File: config.mk
export PLATFORM = sky130hd
export DESIGN_NAME = irw_window
export DESIGN_NICKNAME = d
export VERILOG_FILES = /design/src/rtl/irw_pkg.sv /design/src/rtl/irw_bus_decode.sv /design/src/rtl/irw_read_mux.sv /design/src/rtl/irw_entry_table.sv /design/src/rtl/irw_window.sv
export SDC_FILE = /design/constraint.sdc
export NUM_CORES = 2
export LEC_CHECK = 0
export BUFFER_PORTS_ARGS = -buffer_cell sky130_fd_sc_hd__buf_2
export CAP_MARGIN = 40
export CELL_PAD_IN_SITES_DETAIL_PLACEMENT = 1
export CELL_PAD_IN_SITES_GLOBAL_PLACEMENT = 2
export CORE_UTILIZATION = 45
export DETAILED_ROUTE_END_ITERATION = 10
export PLACE_DENSITY = 0.89
export RECOVER_POWER = 25
export SYNTH_ARGS = -nofsm -noshare
export SYNTH_HDL_FRONTEND = slang
export SYNTH_HIERARCHICAL = 1
export SYNTH_SLANG_ARGS = --single-unit
File: constraint.sdc
create_clock -name clk -period 13.4 [get_ports clk]
set_input_delay 1.34 -clock clk [delete_from_list [all_inputs] [get_ports clk]]
set_output_delay 1.34 -clock clk [all_outputs]
set_load 0.01 [all_outputs]
File: src/rtl/irw_pkg.sv
package irw_pkg;
  localparam int WORD_W  = 32;
  localparam int ENT_W   = 64;
  localparam int IDX_W   = 8;
  localparam int ENTN_W  = 7;

  localparam logic [IDX_W-1:0] OFF_SELECT = 8'h00;
  localparam logic [IDX_W-1:0] OFF_WINDOW = 8'h10;

  localparam logic [IDX_W-1:0] IDX_ID      = 8'h00;
  localparam logic [IDX_W-1:0] IDX_VERSION = 8'h01;
  localparam logic [IDX_W-1:0] IDX_ARB     = 8'h02;
  localparam logic [IDX_W-1:0] IDX_TABLE   = 8'h10;

  localparam int F_VEC_LO   = 0;
  localparam int F_DLV_LO   = 8;
  localparam int F_DMODE    = 11;
  localparam int F_POL      = 13;
  localparam int F_RIRR     = 14;
  localparam int F_TRIG     = 15;
  localparam int F_MASK     = 16;
  localparam int F_DEST_LO  = 56;

  function automatic logic [WORD_W-1:0] version_word(input int npins,
                                                     input logic [7:0] ver);
    logic [7:0] top;
    top = 8'(npins - 1);
    return {8'h00, top, 8'h00, ver};
  endfunction

  function automatic logic [WORD_W-1:0] id_word(input logic [3:0] id);
    return {4'h0, id, 24'h000000};
  endfunction

  function automatic logic is_table_idx(input logic [IDX_W-1:0] idx);
    return idx >= IDX_TABLE;
  endfunction

  function automatic logic [ENTN_W-1:0] entry_of(input logic [IDX_W-1:0] idx);
    return ENTN_W'((idx - IDX_TABLE) >> 1);
  endfunction

  function automatic logic entry_ok(input logic [IDX_W-1:0] idx, input int npins);
    return is_table_idx(idx) && (int'(entry_of(idx)) < npins);
  endfunction

  function automatic logic [ENT_W-1:0] reset_entry();
    logic [ENT_W-1:0] e;
    e = '0;
    e[F_MASK] = 1'b1;
    return e;
  endfunction
endpackage

File: src/rtl/irw_bus_decode.sv
module irw_bus_decode
  import irw_pkg::*;
(
  input  logic             req,
  input  logic             wr,
  input  logic [IDX_W-1:0] off,
  output logic             sel_wr,
  output logic             sel_rd,
  output logic             win_wr,
  output logic             win_rd
);
  logic sel_hit, win_hit;

  assign sel_hit = (off == OFF_SELECT);
  assign win_hit = (off == OFF_WINDOW);

  assign sel_wr = req &  wr & sel_hit;
  assign sel_rd = req & ~wr & sel_hit;
  assign win_wr = req &  wr & win_hit;
  assign win_rd = req & ~wr & win_hit;
endmodule

File: src/rtl/irw_read_mux.sv
module irw_read_mux
  import irw_pkg::*;
#(
  parameter int         NPINS   = 24,
  parameter logic [7:0] VERSION = 8'h11
) (
  input  logic [IDX_W-1:0]       idx,
  input  logic [3:0]             id,
  input  logic [NPINS*ENT_W-1:0] ent_flat,
  output logic [WORD_W-1:0]      word
);
  logic [ENTN_W-1:0] ent_no;
  logic [WORD_W-1:0] tab_word;

  assign ent_no = entry_of(idx);

  always_comb begin
    tab_word = '0;
    for (int p = 0; p < NPINS; p++) begin
      if (int'(ent_no) == p) begin
        tab_word = idx[0] ? ent_flat[p*ENT_W+WORD_W +: WORD_W]
                          : ent_flat[p*ENT_W +: WORD_W];
      end
    end
  end

  always_comb begin
    if (idx == IDX_ID || idx == IDX_ARB) begin
      word = id_word(id);
    end else if (idx == IDX_VERSION) begin
      word = version_word(NPINS, VERSION);
    end else if (entry_ok(idx, NPINS)) begin
      word = tab_word;
    end else begin
      word = '0;
    end
  end
endmodule

File: src/rtl/irw_entry_table.sv
module irw_entry_table
  import irw_pkg::*;
#(
  parameter int NPINS = 24,
  parameter int PIN_W = 5
) (
  input  logic                   clk,
  input  logic                   rst_n,
  input  logic                   wr_en,
  input  logic                   wr_hi,
  input  logic [PIN_W-1:0]       wr_pin,
  input  logic [WORD_W-1:0]      wdata,
  input  logic [NPINS-1:0]       rirr_set,
  output logic [NPINS*ENT_W-1:0] ent_flat,
  output logic                   mask_chg_vld,
  output logic [PIN_W-1:0]       mask_chg_pin,
  output logic                   mask_chg_val,
  output logic                   lo_wr_vld,
  output logic [PIN_W-1:0]       lo_wr_pin
);
  logic [ENT_W-1:0] ent_q [NPINS];
  logic             lo_wr;
  logic             old_mask;
  logic             mask_flip;

  assign lo_wr     = wr_en & ~wr_hi;
  assign old_mask  = ent_q[wr_pin][F_MASK];
  assign mask_flip = lo_wr & (old_mask != wdata[F_MASK]);

  for (genvar p = 0; p < NPINS; p++) begin : g_ent
    logic hit;
    assign hit = wr_en && (wr_pin == PIN_W'(p));

    always_ff @(posedge clk) begin
      if (!rst_n) begin
        ent_q[p] <= reset_entry();
      end else begin
        if (rirr_set[p]) ent_q[p][F_RIRR] <= 1'b1;
        if (hit) begin
          if (wr_hi) begin
            ent_q[p][ENT_W-1:WORD_W] <= wdata;
          end else begin
            ent_q[p][WORD_W-1:0] <= wdata;
            ent_q[p][F_RIRR]     <= 1'b0;
          end
        end
      end
    end

    assign ent_flat[p*ENT_W +: ENT_W] = ent_q[p];
  end

  always_ff @(posedge clk) begin
    if (!rst_n) begin
      mask_chg_vld <= 1'b0;
      mask_chg_pin <= '0;
      mask_chg_val <= 1'b0;
      lo_wr_vld    <= 1'b0;
      lo_wr_pin    <= '0;
    end else begin
      mask_chg_vld <= mask_flip;
      lo_wr_vld    <= lo_wr;
      if (mask_flip) begin
        mask_chg_pin <= wr_pin;
        mask_chg_val <= wdata[F_MASK];
      end
      if (lo_wr) lo_wr_pin <= wr_pin;
    end
  end
endmodule

File: src/rtl/irw_window.sv
module irw_window
  import irw_pkg::*;
#(
  parameter int          NPINS   = 24,
  parameter int          ADDR_W  = 12,
  parameter logic [7:0]  VERSION = 8'h11,
  localparam int         PIN_W   = (NPINS > 1) ? $clog2(NPINS) : 1
) (
  input  logic               clk,
  input  logic               rst_n,
  input  logic               bus_req,
  input  logic               bus_wr,
  input  logic [ADDR_W-1:0]  bus_addr,
  input  logic [31:0]        bus_wdata,
  output logic [31:0]        bus_rdata,
  input  logic [NPINS-1:0]   rirr_set,
  output logic [NPINS*8-1:0] pin_vector,
  output logic [NPINS*3-1:0] pin_dlv_mode,
  output logic [NPINS-1:0]   pin_dest_mode,
  output logic [NPINS-1:0]   pin_polarity,
  output logic [NPINS-1:0]   pin_remote_irr,
  output logic [NPINS-1:0]   pin_trigger,
  output logic [NPINS-1:0]   pin_mask,
  output logic [NPINS*8-1:0] pin_dest,
  output logic               mask_chg_vld,
  output logic [PIN_W-1:0]   mask_chg_pin,
  output logic               mask_chg_val,
  output logic               lo_wr_vld,
  output logic [PIN_W-1:0]   lo_wr_pin
);
  logic                   sel_wr, sel_rd, win_wr, win_rd;
  logic [IDX_W-1:0]       sel_q;
  logic [3:0]             id_q;
  logic [WORD_W-1:0]      win_word;
  logic [NPINS*ENT_W-1:0] ent_flat;
  logic                   tab_wr;
  logic [ENTN_W-1:0]      ent_no;
  logic                   unused_addr_hi;

  assign unused_addr_hi = ^bus_addr[ADDR_W-1:IDX_W];

  irw_bus_decode u_dec (
    .req    (bus_req),
    .wr     (bus_wr),
    .off    (bus_addr[IDX_W-1:0]),
    .sel_wr (sel_wr),
    .sel_rd (sel_rd),
    .win_wr (win_wr),
    .win_rd (win_rd)
  );

  always_ff @(posedge clk) begin
    if (!rst_n) begin
      sel_q <= '0;
      id_q  <= '0;
    end else begin
      if (sel_wr) sel_q <= bus_wdata[IDX_W-1:0];
      if (win_wr && sel_q == IDX_ID) id_q <= bus_wdata[27:24];
    end
  end

  assign ent_no = entry_of(sel_q);
  assign tab_wr = win_wr & entry_ok(sel_q, NPINS);

  irw_entry_table #(.NPINS(NPINS), .PIN_W(PIN_W)) u_tab (
    .clk          (clk),
    .rst_n        (rst_n),
    .wr_en        (tab_wr),
    .wr_hi        (sel_q[0]),
    .wr_pin       (ent_no[PIN_W-1:0]),
    .wdata        (bus_wdata),
    .rirr_set     (rirr_set),
    .ent_flat     (ent_flat),
    .mask_chg_vld (mask_chg_vld),
    .mask_chg_pin (mask_chg_pin),
    .mask_chg_val (mask_chg_val),
    .lo_wr_vld    (lo_wr_vld),
    .lo_wr_pin    (lo_wr_pin)
  );

  irw_read_mux #(.NPINS(NPINS), .VERSION(VERSION)) u_rmux (
    .idx      (sel_q),
    .id       (id_q),
    .ent_flat (ent_flat),
    .word     (win_word)
  );

  always_ff @(posedge clk) begin
    if (!rst_n) begin
      bus_rdata <= '0;
    end else if (sel_rd) begin
      bus_rdata <= {{(WORD_W-IDX_W){1'b0}}, sel_q};
    end else if (win_rd) begin
      bus_rdata <= win_word;
    end else begin
      bus_rdata <= '0;
    end
  end

  for (genvar p = 0; p < NPINS; p++) begin : g_fields
    logic [ENT_W-1:0] e;
    assign e = ent_flat[p*ENT_W +: ENT_W];
    assign pin_vector[p*8 +: 8]   = e[F_VEC_LO +: 8];
    assign pin_dlv_mode[p*3 +: 3] = e[F_DLV_LO +: 3];
    assign pin_dest_mode[p]       = e[F_DMODE];
    assign pin_polarity[p]        = e[F_POL];
    assign pin_remote_irr[p]      = e[F_RIRR];
    assign pin_trigger[p]         = e[F_TRIG];
    assign pin_mask[p]            = e[F_MASK];
    assign pin_dest[p*8 +: 8]     = e[F_DEST_LO +: 8];
  end
endmodule

==> results.ini <==
[status]
outcome = complete, but fails checks
violations = capacitance limit, slew limit

[global_route]
track_usage_pct = 36.9
grt.overflow.total = 0
first_global_vias = 55600
grt_start_max_net_pins = 98
wire_length_of_the_first_global_routing_pass_mm = 438
antenna_found_initial = 40

[clock_network]
clock_insertion_delay_worst_skew_ns = 0.86
cts_sinks = 1593
clk_path_buf_depth = 3
count_of_cells_resized_by_post_cts_repair = 0
holdBufCountCts = 0
tritoncts = yes
number_of_clock_buffers_inserted_by_tritoncts = 172
cts_post_setup_buffers_inserted = 0
clock_tree.htree_level_count = 4
ctsRootBufferMaster = sky130_fd_sc_hd__clkbuf_16
cts.reportedPaths.clkPinSlew_ns = 0.06

[worst_setup_path]
crit_path_max_fanout = 26
worst_path_dominant_cell_family = compound AO/OA/AOI/OAI gates
rr_endpoint = bus_rdata[1]
crit_path_frequent_cell = sky130_fd_sc_hd__buf_4
worst-r2r-setup-slack_ns = 6.76
worstPathCellList = buf_4 > inv_2 > ha_1 > nor3b_1 > a32o_2 > buf_4 > nand2_1 > buf_4 > o22ai_1 > a211oi_1 > a221oi_1 > o21ai_1 > a221oi_1 > a22oi_1 > nor2b_1
critical_path_required_ns = 14.20
critical-path-max-stage-delay_ns = 0.97
crit_path_end_kind = register
critical_path.n_buffers_inverters = 4
setup.worst_path.class = reg2reg
worst_ep_arrival_time_ns = 7.43
startpoint_type = register
r2r-start = sel_q[4]
worst-r2r-cell-count = 15
crit_path_top_delay_cell = sky130_fd_sc_hd__a221oi_1

[routing]
dr.pass1.iters = 6
residual_drc_count = 0
detail_route.wl_per_cell_um = 36.3
drt-total-wl_mm = 323
drtAntennaViolNets = 0
drt_first_iter_violations = 8902
vias_per_cell = 6.42
routed-via-count = 57300

[timing]
report.final.hold_viol_count = 0
maxSlewViolCount = 454
slew_headroom_pct = -75.4
setup_viol_count_final = 0
worst_pin_slew_ns = 2.63
clock-skew-final_ns = 0.0465
final_period_minus_worst_setup_slack_ns = 6.64
rsz0062_at_grt = no
final_cycle_utilization_of_the_critical_path_pct = 49.5
fmax_mhz = 151
setup_tns_ns = 0

[yosys]
asyncSetResetFlopFracSynth_pct = 0
seq_area_frac_synth_pct = 62.1
syn-cell-area_mm2 = 0.0761
syn-num-nets = 6058
yosysWarnings = 6
postSynth.topFlopCell = sky130_fd_sc_hd__edfxtp_1
synth_top_area_cell = sky130_fd_sc_hd__edfxtp_1
yosysMostFrequentCell = sky130_fd_sc_hd__edfxtp_1
ys_top_cells_by_count = sky130_fd_sc_hd__edfxtp_1 (1536), sky130_fd_sc_hd__and2_1 (1496), sky130_fd_sc_hd__mux2i_1 (589)
yosys-top-cells-area = sky130_fd_sc_hd__edfxtp_1 (61%), sky130_fd_sc_hd__and2_1 (12%), sky130_fd_sc_hd__mux2i_1 (7.8%)
synth_enable_flop_cells = 1536
synthesis.area_per_instance_um2 = 12.7
synth_top_area_share_pct = 60.6
count_of_different_cell_masters_after_synthesis = 96
post_synth_inst_count = 5982
seq_cells_post_synth = 1593

[placed_design]
io_buffer_count = 688
gp_congestion = 0.922
placed_cell_area_mm2 = 0.0831
detailedPlacementHpwl_mm = 215

[power]
share_seq_of_total_power_pct = 52.1
switching_share_pct = 23.8
power.density_cell_area_mw_per_mm2 = 127
total_switching_power_mw = 2.65
vdd.ir_drop.worst_mv = 0.146
cellLeakagePower_nw = 29.0
comb_power_share_pct = 4.9
internal_power_mw = 8.49
clockPowerShare_pct = 43.0

[floorplan]
die_height_um = 413
die-area_mm2 = 0.171
initial_utilization_pct = 45.4
pin_count = 693
design.core.area_mm2 = 0.167
core.rowCount = 150
die_width_um = 413

[hold_path]
hold_path_class = reg2reg
worstHoldStart = u_tab/lo_wr_pin[3]
holdPathStages = 2
worst_hold_path.endpoint = u_tab/lo_wr_pin[3]

[final_layout]
area_delta_synth_final_pct = 15.4
drive_gt1_share_pct = 12.4
postLayoutCellArea_mm2 = 0.0878
finish.net_count = 6629

[job]
drv.max_cap_violation_count = 17

## worst max-delay path by stage
stage	cells past startpoint	endpoint	start
final	15	bus_rdata[1]	sel_q[4]
after global routing	15	bus_rdata[1]	sel_q[4]
after CTS	16	bus_rdata[5]	sel_q[4]
after detailed placement	15	bus_rdata[1]	sel_q[4]
after global placement	11	u_tab/ent_q[2][29]	bus_addr[7]
after floorplan	9	u_tab/ent_q[16][14]	bus_addr[7]
## cell families (layout without fill, tap and decap cells)
| kind of cell | after synthesis | count (layout) | synth area share, % |
|---|---|---|---|
| compound gates | 887 | 887 | 7.25 |
| xor+xnor | 2 | 2 | 0.0230 |
| fa+ha+maj | 4 | 4 | 0.0658 |
| buf+inv | 597 | 1309 | 3.33 |
| flops | 1593 | 1593 | 62.1 |
| mux | 749 | 749 | 10.7 |
| other cells | 0 | 19 | 0 |
| simple gates | 2150 | 2150 | 16.5 |
## stage by stage
step	hold slack (ns)	power, mW	cells	utilization (%)	setup slack (ns)
2_1_floorplan	0.435	6.09	5982	-	7.05
3_3_place_gp	0.445	6.41	8515	49.1	7.15
3_5_place_dp	0.454	6.46	8575	49.7	7.26
4_1_cts	0.467	11.2	8890	53.0	7.18
5_1_grt	0.475	11.3	8903	52.4	6.83
6_report	0.470	11.1	8917	52.4	6.76
## flip-flops by register name (all words and copies together), names as in the netlist
register / cells
u_tab/mask_chg_val: 1
u_tab/ent_q: 1536
u_tab/lo_wr_pin: 5
sel_q: 8
u_tab/mask_chg_vld: 1
bus_rdata: 32
u_tab/mask_chg_pin: 5
id_q: 4
u_tab/lo_wr_vld: 1
## worst reg2reg max path, cell delays in order, from the launching register on
cell and delay (ns):
sky130_fd_sc_hd__dfxtp_1 0.31, sky130_fd_sc_hd__buf_4 0.30, sky130_fd_sc_hd__inv_2 0.19, sky130_fd_sc_hd__ha_1 0.50, sky130_fd_sc_hd__nor3b_1 0.35, sky130_fd_sc_hd__a32o_2 0.52, sky130_fd_sc_hd__buf_4 0.48, sky130_fd_sc_hd__nand2_1 0.57
sky130_fd_sc_hd__buf_4 0.42, sky130_fd_sc_hd__o22ai_1 0.46, sky130_fd_sc_hd__a211oi_1 0.18, sky130_fd_sc_hd__a221oi_1 0.58, sky130_fd_sc_hd__o21ai_1 0.35, sky130_fd_sc_hd__a221oi_1 0.97, sky130_fd_sc_hd__a22oi_1 0.22, sky130_fd_sc_hd__nor2b_1 0.18
## power groups by stage
stage	registers, mW	clock network, mW	logic, mW
2_1_floorplan	5.89	0	0.194
3_3_place_gp	5.88	0	0.531
3_5_place_dp	5.90	0	0.557
4_1_cts	5.80	4.80	0.560
5_1_grt	5.82	4.95	0.560
6_report	5.80	4.79	0.549
## layout make-up
cell class / count / area, um2
diodes: 19 / 47.5
clock buffers: 241 / 4760
clock inverters: 74 / 821
fillers: 17200 / 79600
inverters: 38 / 143
multi-input cells: 3792 / 26900
flip-flops and latches: 1593 / 47300
well taps: 2204 / 2760
repair buffers: 956 / 5100
## cells in the final DEF, fill, tap and decap left out, types with 42 or more instances in the layout
cell type and n:
sky130_fd_sc_hd__a211oi_1 51, sky130_fd_sc_hd__a21oi_1 217, sky130_fd_sc_hd__a22oi_1 42, sky130_fd_sc_hd__and2_0 126, sky130_fd_sc_hd__and2_1 1370, sky130_fd_sc_hd__buf_2 82
sky130_fd_sc_hd__buf_4 200, sky130_fd_sc_hd__clkbuf_1 693, sky130_fd_sc_hd__clkbuf_16 176, sky130_fd_sc_hd__dfxtp_1 53, sky130_fd_sc_hd__edfxtp_1 1536, sky130_fd_sc_hd__mux2_2 120
sky130_fd_sc_hd__mux2i_1 589, sky130_fd_sc_hd__nand2_1 172, sky130_fd_sc_hd__nor2_1 177, sky130_fd_sc_hd__nor2b_1 48, sky130_fd_sc_hd__o21ai_0 250, sky130_fd_sc_hd__o22ai_1 76
## layer usage
metal / wire length, um / GRT usage [%] / up-vias
met3: 42100 / 9.93 / 793
met4: 20900 / 20.9 / 20
li1: - / - / 22800
met1: 117000 / 48.0 / 29400
met5: 134 / 0 / -
met2: 143000 / 55.5 / 4303
(Power assumes the default switching activity.)
